File: src/rtl/mgg_pkg.sv
package mgg_pkg;
  // Who owns the six gate pads.
  typedef enum logic {
    OWN_STAGE = 1'b0,
    OWN_PORT  = 1'b1
  } pad_owner_e;

  localparam int unsigned PH_U = 0;
  localparam int unsigned PH_V = 1;
  localparam int unsigned PH_W = 2;
endpackage

File: src/rtl/mgg_phase_cell.sv
module mgg_phase_cell (
  input  logic clk,
  input  logic rst,
  input  logic act_high_i,
  input  logic excl_en_i,
  input  logic req_pos_i,
  input  logic req_neg_i,
  input  logic clr_i,
  output logic pin_pos_o,
  output logic pin_neg_o,
  output logic clash_o
);
  logic both_req;
  logic keep_pos;
  logic keep_neg;

  // A phase with both sides requested is dropped when exclusion is enabled.
  always_comb begin
    both_req = req_pos_i & req_neg_i;
    keep_pos = req_pos_i & ~(excl_en_i & both_req);
    keep_neg = req_neg_i & ~(excl_en_i & both_req);
  end

  always_ff @(posedge clk) begin
    if (rst) begin
      pin_pos_o <= 1'b0;
      pin_neg_o <= 1'b0;
      clash_o   <= 1'b0;
    end else begin
      pin_pos_o <= keep_pos ^ ~act_high_i;
      pin_neg_o <= keep_neg ^ ~act_high_i;
      // A new clash in the same cycle wins over the clear.
      clash_o   <= both_req | (clash_o & ~clr_i);
    end
  end

  AST_NO_DUAL_ACTIVE: assert property (@(posedge clk) disable iff (rst)
    (excl_en_i && req_pos_i && req_neg_i) |=>
      (pin_pos_o == !$past(act_high_i)) && (pin_neg_o == !$past(act_high_i)));

  AST_CLASH_SET: assert property (@(posedge clk) disable iff (rst)
    (req_pos_i && req_neg_i) |=> clash_o);

  AST_CLASH_HOLD: assert property (@(posedge clk) disable iff (rst)
    (clash_o && !clr_i) |=> clash_o);
endmodule

File: src/rtl/mgg_trip_sync.sv
module mgg_trip_sync #(
  parameter int unsigned SYNC_STAGES = 2
) (
  input  logic clk,
  input  logic rst,
  input  logic trip_n_i,
  input  logic arm_i,
  input  logic clr_i,
  output logic seen_o
);
  localparam int unsigned LAST = SYNC_STAGES - 1;

  logic [SYNC_STAGES-1:0] sync_q;

  always_ff @(posedge clk) begin
    if (rst) begin
      sync_q <= '1;
    end else begin
      sync_q <= {sync_q[SYNC_STAGES-2:0], trip_n_i};
    end
  end

  always_ff @(posedge clk) begin
    if (rst) begin
      seen_o <= 1'b0;
    end else begin
      seen_o <= (arm_i & ~sync_q[LAST]) | (seen_o & ~clr_i);
    end
  end

  AST_TRIP_HOLD: assert property (@(posedge clk) disable iff (rst)
    (seen_o && !clr_i) |=> seen_o);

  AST_NO_SEEN_DISARMED: assert property (@(posedge clk) disable iff (rst)
    (!seen_o && !arm_i) |=> !seen_o);
endmodule

File: src/rtl/motor_gate_guard.sv
module motor_gate_guard #(
  parameter int unsigned NUM_PHASES  = 3,
  parameter int unsigned SYNC_STAGES = 2
) (
  input  logic                    clk,
  input  logic                    rst,
  input  logic                    act_high_i,
  input  logic                    excl_en_i,
  input  logic                    trip_en_i,
  input  logic                    trip_n_i,
  input  logic [NUM_PHASES-1:0]   req_pos_i,
  input  logic [NUM_PHASES-1:0]   req_neg_i,
  input  logic [NUM_PHASES-1:0]   clr_clash_i,
  input  logic                    clr_trip_i,
  output logic [NUM_PHASES-1:0]   gate_pos_o,
  output logic [NUM_PHASES-1:0]   gate_neg_o,
  output logic [2*NUM_PHASES-1:0] gate_oe_o,
  output logic                    port_sel_o,
  output logic [NUM_PHASES-1:0]   clash_o,
  output logic                    trip_seen_o
);
  import mgg_pkg::*;

  localparam int unsigned NUM_PINS = 2 * NUM_PHASES;

  logic       drive_ready_q;
  logic       trip_cut;
  pad_owner_e owner;

  for (genvar p = 0; p < NUM_PHASES; p++) begin : g_phase
    mgg_phase_cell u_cell (
      .clk        (clk),
      .rst        (rst),
      .act_high_i (act_high_i),
      .excl_en_i  (excl_en_i),
      .req_pos_i  (req_pos_i[p]),
      .req_neg_i  (req_neg_i[p]),
      .clr_i      (clr_clash_i[p]),
      .pin_pos_o  (gate_pos_o[p]),
      .pin_neg_o  (gate_neg_o[p]),
      .clash_o    (clash_o[p])
    );
  end

  mgg_trip_sync #(.SYNC_STAGES(SYNC_STAGES)) u_trip (
    .clk      (clk),
    .rst      (rst),
    .trip_n_i (trip_n_i),
    .arm_i    (trip_en_i),
    .clr_i    (clr_trip_i),
    .seen_o   (trip_seen_o)
  );

  // Enables come up one edge after reset ends.
  always_ff @(posedge clk) begin
    if (rst) drive_ready_q <= 1'b0;
    else     drive_ready_q <= 1'b1;
  end

  // The trip path is unclocked: it gates the enables directly.
  always_comb begin
    trip_cut   = trip_en_i & ~trip_n_i;
    owner      = (~trip_en_i & ~trip_n_i) ? OWN_PORT : OWN_STAGE;
    port_sel_o = (owner == OWN_PORT);
    gate_oe_o  = {NUM_PINS{drive_ready_q & ~trip_cut}};
  end

  AST_HIZ_ON_TRIP: assert property (@(posedge clk) disable iff (rst)
    (trip_en_i && !trip_n_i) |-> (gate_oe_o == '0));

  AST_PORT_KEEPS_OE: assert property (@(posedge clk) disable iff (rst)
    ($past(!rst) && port_sel_o) |-> (gate_oe_o == '1));
endmodule

File: config.mk
export PLATFORM = sky130hd
export DESIGN_NAME = motor_gate_guard
export DESIGN_NICKNAME = d
export VERILOG_FILES = /design/src/rtl/mgg_pkg.sv /design/src/rtl/mgg_phase_cell.sv /design/src/rtl/mgg_trip_sync.sv /design/src/rtl/motor_gate_guard.sv
export SDC_FILE = /design/constraint.sdc
export NUM_CORES = 1
export LEC_CHECK = 0
export ABC_AREA = 1
export BUFFER_PORTS_ARGS = -buffer_cell sky130_fd_sc_hd__buf_2
export CAP_MARGIN = 20
export CORE_UTILIZATION = 41
export DETAILED_ROUTE_END_ITERATION = 8
export PLACE_DENSITY = 0.74
export SLEW_MARGIN = 25
export SYNTH_ARGS = -nofsm -noshare
export SYNTH_HDL_FRONTEND = slang
export SYNTH_SLANG_ARGS = --single-unit
File: constraint.sdc
create_clock -name clk -period 1.25 [get_ports clk]
set_clock_uncertainty 0.1 [all_clocks]
set_input_delay 0.25 -clock clk [delete_from_list [all_inputs] [get_ports clk]]
set_output_delay 0.25 -clock clk [all_outputs]
set_load 0.02 [all_outputs]
# Word-level counts from Yosys, hierarchy flattened
# Index checks and enable logic that the tools add are counted.
[word_totals] out_inout_bits=17 ff_bits=13 word_cells=56 in_bits=16
[classes] n_bitwise=42 muxes=2
[op_table] op="1-bit bitwise AND" count=20
[op_table] op="1-bit inverter" count=12
[op_table] op="1-bit bitwise XOR" count=6
[op_table] op="1-bit OR" count=4
[op_table] op="1-bit two-way mux" count=2

# Logic depth before layout (Yosys ltp)
# Gate-level depths: netlist of run 1.
[depth] ltp_word=5 mapped_depth=5 ltp_nobuf=4

# Cells and area by module
# A second synthesis of run 1 with hierarchy kept.
[hier_totals] cells_unflattened=75 hier_area_um2=560.5
[modules_own_cells] module="mgg_phase_cell" cells_per_inst=18 instances=3 area_each_um2=128.9 seq_area_each_um2=60.1
[modules_own_cells] module="mgg_trip_sync" cells_per_inst=10 instances=1 area_each_um2=92.6 seq_area_each_um2=60.1
[modules_own_cells] module="motor_gate_guard" cells_per_inst=11 instances=1 area_each_um2=81.3 seq_area_each_um2=20.0

# Least setup slack after synthesis of run 1
# Ideal clock, no wire load.
[synth_timing] kind="reg2out" from="reg drive_ready_q" to="out gate_oe_o[1]" required_ns=0.900 slack_ns=-0.443 stages_incl_launch_ff=3 path_buffers=1 arrival_ns=1.343 cell_sequence="dfxtp_1 a21boi_0 buf_4"
[synth_via] elab_chain_cells=1
[synth_rtl] item="start, declared" line="motor_gate_guard.sv:26" text="logic drive_ready_q;"
[synth_rtl] item="start signal, assigned" line="motor_gate_guard.sv:56" text="if (rst) drive_ready_q <= 1'b0;"
[synth_rtl] item="start signal, assigned" line="motor_gate_guard.sv:57" text="else drive_ready_q <= 1'b1;"
[synth_rtl] item="1-bit bitwise AND" line="motor_gate_guard.sv:65" text="gate_oe_o = {NUM_PINS{drive_ready_q & ~trip_cut}};"
[synth_rtl] item="end, declared" line="motor_gate_guard.sv:17" text="output logic [2*NUM_PHASES-1:0] gate_oe_o,"
# No other way between the ends.

# Worst setup path after layout of run 1
[layout_timing] from="reg drive_ready_q" to="out gate_oe_o[2]"
# Same word-level chain as after synthesis.

==> results of run 1 <==
[where the power goes]
part	leakage [nW]	internal, mW	switching (mW)
Sequential	0.108	0.439	0.00582
Clock	0.0150	0.123	0.125
Combinational	0.277	0.0721	0.115
[metal layers]
layer  up-vias  routed length [um]  global-route usage
li1        275                   -                   -
met3         0                  59              0.0326
met2        20                 609               0.290
met5         -                   0                   0
met1       222                 455               0.184
met4         0                   0              0.0500
[final cells by class]
| class | instances | area, um2 | share of cell area |
|---|---|---|---|
| sequential | 13 | 260 | 0.355 |
| multi-input combinational | 43 | 218 | 0.297 |
| timing repair buffer | 32 | 175 | 0.239 |
| inverter | 8 | 35.0 | 0.0478 |
| clock buffer | 4 | 26.3 | 0.0358 |
| tap | 15 | 18.8 | 0.0256 |
[final timing paths]
kind                          startpoint                     endpoint  slack, ps  cells after the start
max                drive_ready_q$_DFF_P_                 gate_oe_o[2]       -100                      2
min                           clr_trip_i     u_trip.seen_o$_SDFF_PP0_        120                      4
max reg2reg  u_trip.sync_q[0]$_SDFF_PP1_  u_trip.sync_q[1]$_SDFF_PP1_        490                      1
min reg2reg  u_trip.sync_q[0]$_SDFF_PP1_  u_trip.sync_q[1]$_SDFF_PP1_        320                      1
[cells in the mapped netlist]
master | count | area share
nand3_1 | 6 | 0.049
buf_4 | 15 | 0.18
nor2_1 | 7 | 0.043
dfxtp_1 | 13 | 0.42
nand3_2 | 3 | 0.049
or2_2 | 1 | 0.010
clkinv_4 | 1 | 0.014
a21oi_1 | 10 | 0.081
a21boi_0 | 1 | 0.012
inv_1 | 7 | 0.043
nand2_1 | 15 | 0.092
[repair_timing]
item | 4_1_cts | 5_1_grt
pin swaps | 0 | 0
setup endpoints to repair | 6 | 6
gates resized for setup | 7 | 0
hold buffers | 0 | 0
[cell families (layout without fill, tap and decap cells)]
| logic type | count (synthesis) | in the layout | synth area share |
|---|---|---|---|
| buffers and inverters | 23 | 44 | 0.240 |
| AND/OR/NAND/NOR | 32 | 32 | 0.242 |
| AO/OA/AOI/OAI | 11 | 11 | 0.0937 |
| flip-flops | 13 | 13 | 0.424 |
[sequential cells by signal, indices dropped and copies added (netlist names)]
| name | count |
|---|---|
| u_trip.seen_o | 1 |
| g_phase.u_cell.pin_pos_o | 3 |
| u_trip.sync_q | 2 |
| g_phase.u_cell.clash_o | 3 |
| g_phase.u_cell.pin_neg_o | 3 |
| drive_ready_q | 1 |
[tightest hold or removal path, stage by stage]
cell	delay, ps
buf_2	70
inv_1	30
nand2_1	40
a21oi_1	50
[per-stage QoR]
| step | setup TNS [ps] | total power [mW] |
|---|---|---|
| after CTS | -450 | 0.888 |
| final | -588 | 0.880 |
| after detailed placement | 0 | 0.630 |
| after global placement | 0 | 0.625 |
| after global routing | -862 | 0.925 |
| after floorplan | 0 | 0.596 |
==> impl_metrics.ini, run 1 <==
[status]
outcome = complete, but fails checks
failed_checks = setup timing

[layout]
final_layout_size_suffix_gt1_frac = 0.410
final-instance-count-excl-fill = 115
mostFrequentLayoutCells = 26 x buf_2, 15 x nand2_1, 13 x dfxtp_1
area_growth_syn_to_layout_pct = 19.3
postLayoutCellArea_um2 = 733
nFillCells = 139
most_common_library_cell_in_the_layout_ignoring_fill_and_taps = buf_2
finish.net_count = 117
antenna-diode-count = 0
final_core_utilization = 0.543

[pwr]
power_density_nw_per_um2 = 1200
vdd.ir_drop.worst_uv = 654
leakage_nw = 0.400

[setup_path]
timing.critical_path.from_type = flop
worst_setup_path_class = flop to output pin
cp_cell_sequence = a21boi_4, buf_4
dominant_delay_contributor_by_cell_family_on_the_critical_path = flip-flops
end_kind = output pin
critPathMaxFanout = 6
crit_path_max_delay_cell_type = dfxtp_1
timing.critical_path.slowest_cell_delay_ps = 310
critical_path_buf_inv_count = 1
cp.required_ps = 900
critPathArrivalTime_ps = 1000

[clock_tree]
numClockSinks = 13
tritoncts = built
cts_buffers = 3
clock_insertion_delay_worst_skew_ps = 270
cts_root_buffer = clkbuf_4
post_cts.repair.setup_buffers = 0
ctsHtreeMaxLevel = 1
cts_buffer_depth = 2
path_clk_slew_ps = 80

[hold_path]
hold_path.class = primary input to flop

[global_route]
first_pass_grt_wire_length_um = 1750
global_route.overflow_total = 0
grt_use_total = 0.159
via_count_of_the_first_global_routing_pass = 429
grt_max_degree = 13
initial_antenna_violation_count = 0

[floorplanning]
dieWidth_um = 40.7
floorplan.die_area_um2 = 1660
core_um2 = 1350
rows = 13
initial_utilization = 0.455
boundaryPins = 33
chipHeight_um = 40.7

[placement]
number_of_port_buffers = 32
detailedPlace.worstSlack_ps = 110
placedInstanceArea_um2 = 684
gpl_wtd_cong = 0.645
hpwlAfterDp_um = 850
post-place-cells = 111

[run]
cap_violations = 0

[synth]
syn_nets = 95
synth_sequential_area_ratio = 0.424
mappedNetlistArea_um2 = 614
synth_warnings = 0
synth_area_per_cell_um2 = 7.78
number_of_synthesized_register_bits = 13
netlist_instances = 79
synthDistinctLibCells = 11

[drt]
drt_pass1_iterations = 4
route.detailed.wl_per_inst_um = 9.77
drtAntennaViolNets = 0
post-route-drc-count = 0
overall_via_count_from_detail_route = 517
first_iter_violations = 10
vias_per_cell = 4.50
detail_route.wirelength_um = 1120

[sta]
crit_path_time_final_ps = 1350
setup_viol_count_final = 6
fin_worst_hold_slack_ps = 116
rsz_0062_raised_after_global_routing = true
max-slew-margin-rel = 0.779
finalHoldViolCount = 0
slew_viol_final = 0
max_slew.worst_pin.slew_ps = 332
timing.fmax_mhz = 739
layout_setup_ws_ps = -103
min_period_over_period = 1.08
(Power assumes the default switching activity.)
==> run 2: changes to the inputs <==
- ABC_AREA: 1 -> not set
- PLACE_DENSITY: 0.74 -> 0.75
==> run 2 against run 1 <==
  * The flow still finishes with violations (setup timing)
  * Synthesized cell count decreased by 24%
  * Critical path depth is the same
  * Flip-flop and latch count did not move
  * Combinational power is 9% lower
  * Sequential share of layout area grew 1.6 points
  * Critical path type unchanged
  * Critical endpoint is now gate_oe_o[3]
  * Largest cell class unchanged
  * Largest power group unchanged
==> impl_metrics.ini, run 2 <==
[floorplanning]
boundaryPins = 33
dieWidth_um = 39.8
floorplan.die_area_um2 = 1580
core_um2 = 1320
rows = 13
initial_utilization = 0.444
chipHeight_um = 39.8

[sta]
max_slew.worst_pin.slew_ps = 215
slew_viol_final = 0
rsz_0062_raised_after_global_routing = true
layout_setup_ws_ps = -95.8
min_period_over_period = 1.08
finalHoldViolCount = 0
timing.fmax_mhz = 743
crit_path_time_final_ps = 1350
max-slew-margin-rel = 0.855
setup_viol_count_final = 6

[placement]
post-place-cells = 92
number_of_port_buffers = 32
gpl_wtd_cong = 0.660
hpwlAfterDp_um = 718

[setup_path]
critPathArrivalTime_ps = 1000
reg2regPathDepth = 1
cp_cell_sequence = a21boi_4, buf_4
crit_path_max_delay_cell_type = dfxtp_1
critical_path_buf_inv_count = 1
reg2reg_slack_ps = 490
cp.required_ps = 900
timing.critical_path.slowest_cell_delay_ps = 320
worst_setup_path_endpoint = gate_oe_o[3]
worst_r2r_endpoint = u_trip.sync_q[1]$_SDFF_PP1_
worstSetupStartpoint = drive_ready_q$_DFF_P_
critical_path.reg2reg.startpoint = u_trip.sync_q[0]$_SDFF_PP1_
worst_setup_path_class = flop to output pin
worst-path-stages = 2
timing.critical_path.from_type = flop
end_kind = output pin
dominant_delay_contributor_by_cell_family_on_the_critical_path = flip-flops
critPathMaxFanout = 6

[synth]
synth_top_area_share = 0.444
ys_async_sr_fraction = 0
yosysMostFrequentCell = buf_4
synth-adder-area-share = 0
synthSimpleGateAreaFrac = 0.118
number_of_synthesized_register_bits = 13
synth_compound_area_frac = 0.124
dominant_combinational_cell_family_by_area_after_synthesis = buffers and inverters
yosys.area_share.xor_xnor = 0
synth_warnings = 0
synth_area_per_cell_um2 = 9.76
synthDistinctLibCells = 12
syn_nets = 76
synth_sequential_area_ratio = 0.444
synthTopCellsByCount = 14 x buf_4, 13 x dfxtp_1, 7 x a21boi_0
synth-edff-count = 0
post-synth-top-area-cell = dfxtp_1
netlist_instances = 60
post_synth_main_area_contributors = dfxtp_1 44%, buf_4 18%, mux2i_1 10%
mappedNetlistArea_um2 = 586
ys_dominant_reg_cell = dfxtp_1
muxShareOfSynthArea = 0.103

[drt]
route.detailed.wl_per_inst_um = 9.52
first_iter_violations = 2
vias_per_cell = 4.44
detail_route.wirelength_um = 914
post-route-drc-count = 0
overall_via_count_from_detail_route = 426
drtAntennaViolNets = 0
drt_pass1_iterations = 2

[layout]
final-instance-count-excl-fill = 96
most_common_library_cell_in_the_layout_ignoring_fill_and_taps = buf_2
antenna-diode-count = 0
final_layout_size_suffix_gt1_frac = 0.469
finish.net_count = 98
combined_area_of_the_multi_input_logic_cells_um2 = 213
reg.largest.list = g_phase.u_cell.clash_o x3, g_phase.u_cell.pin_neg_o x3, g_phase.u_cell.pin_pos_o x3
final-seq-area_um2 = 260
nFillCells = 128
area_growth_syn_to_layout_pct = 19.9
mostFrequentLayoutCells = 26 x buf_2, 13 x dfxtp_1

[clock_tree]
cts_buffer_depth = 2
cts_hold_buffers = 0
ctsHtreeMaxLevel = 1
path_clk_slew_ps = 80
tritoncts = built
cts_buffers = 3
clock_insertion_delay_worst_skew_ps = 270
post_cts.repair.setup_buffers = 0
cts_root_buffer = clkbuf_4
numClockSinks = 13

[pwr]
vdd.ir_drop.worst_uv = 637
power_density_nw_per_um2 = 1240
leakage_nw = 0.362
design_power_total_mw = 0.868

[global_route]
grt_use_total = 0.134
initial_antenna_violation_count = 0
grt_max_degree = 9
first_pass_grt_wire_length_um = 1320
via_count_of_the_first_global_routing_pass = 319
global_route.overflow_total = 0

[hold_path]
hold_path.class = primary input to flop

[status]
outcome = complete, but fails checks
failed_checks = setup timing

[run]
cap_violations = 0
## run 2: cell count changes after synthesis, moves of 5 or more
cell      change
nand2_1      -11
a21oi_1       -6
mux2i_1       +6
a21boi_0      +6
nor2_1        -6
nand2b_1      +6
nand3_1       -6
inv_1         -5
## run 2: timing repair
action                                  CTS  global route
pin swaps                                 0             0
hold endpoints to repair                  0             0
endpoints found under the setup margin    6             6
resized for setup                         7             0
## run 2: cells by family (layout without fill, tap and decap cells)
group / after synthesis / after routing
buffers and inverters: 17 / 38
DFF: 13 / 13
and+or+nand+nor: 13 / 13
AOI/OAI and AO/OA: 11 / 11
muxes: 6 / 6
## run 2: area by class of cell
class | count | share of cell area
clock buffers | 3 | 0.0321
inverters | 2 | 0.0107
repair buffers | 32 | 0.250
well taps | 15 | 0.0267
flip-flops and latches | 13 | 0.371
multi-input cells | 30 | 0.303
clock inverters | 1 | 0.00713
## run 2: report_power, final
group	total (mW)	internal, mW	switching, mW
Clock	0.252	0.119	0.134
Sequential	0.446	0.439	0.00654
Combinational	0.170	0.0741	0.0959
Total	0.868	0.632	0.236
## run 2: layer usage
metal | up-vias | track usage | part of all wire
met5 | - | 0 | 0
met4 | 0 | 0.103 | 0.021
met3 | 3 | 0.0511 | 0.075
met2 | 20 | 0.201 | 0.46
met1 | 179 | 0.150 | 0.44
li1 | 224 | - | -
## run 2: worst min-delay path: cells and delay by family
kind,cells,cell delay (ps)
and+or+nand+nor,1,70
buffers and inverters,2,160
## run 2: how the worst min path moves through the flow
stage,from,endpoint,slack (ps),cells past startpoint
after CTS,trip_n_i,u_trip.sync_q[0]$_SDFF_PP1_,110,3
after detailed placement,u_trip.sync_q[0]$_SDFF_PP1_,u_trip.sync_q[1]$_SDFF_PP1_,290,1
final,trip_n_i,u_trip.sync_q[0]$_SDFF_PP1_,120,3
after global routing,clr_clash_i[0],g_phase[0].u_cell.clash_o$_SDFF_PP0_,110,3
after floorplan,rst,g_phase[0].u_cell.clash_o$_SDFF_PP0_,220,1
after global placement,u_trip.sync_q[0]$_SDFF_PP1_,u_trip.sync_q[1]$_SDFF_PP1_,290,1
## run 2: stage by stage
| step | utilization | hold WS, ps | setup WS (ps) | setup TNS, ps | instance area (um2) |
|---|---|---|---|---|---|
| 2_1_floorplan | - | 219 | 47.1 | 0 | 589 |
| 3_3_place_gp | 0.495 | 292 | 135 | 0 | 652 |
| 3_5_place_dp | 0.495 | 295 | 92.7 | 0 | 652 |
| 4_1_cts | 0.533 | 113 | -101 | -590 | 702 |
| 5_1_grt | 0.533 | 114 | -165 | -979 | 702 |
| 6_report | 0.533 | 121 | -95.8 | -557 | 702 |
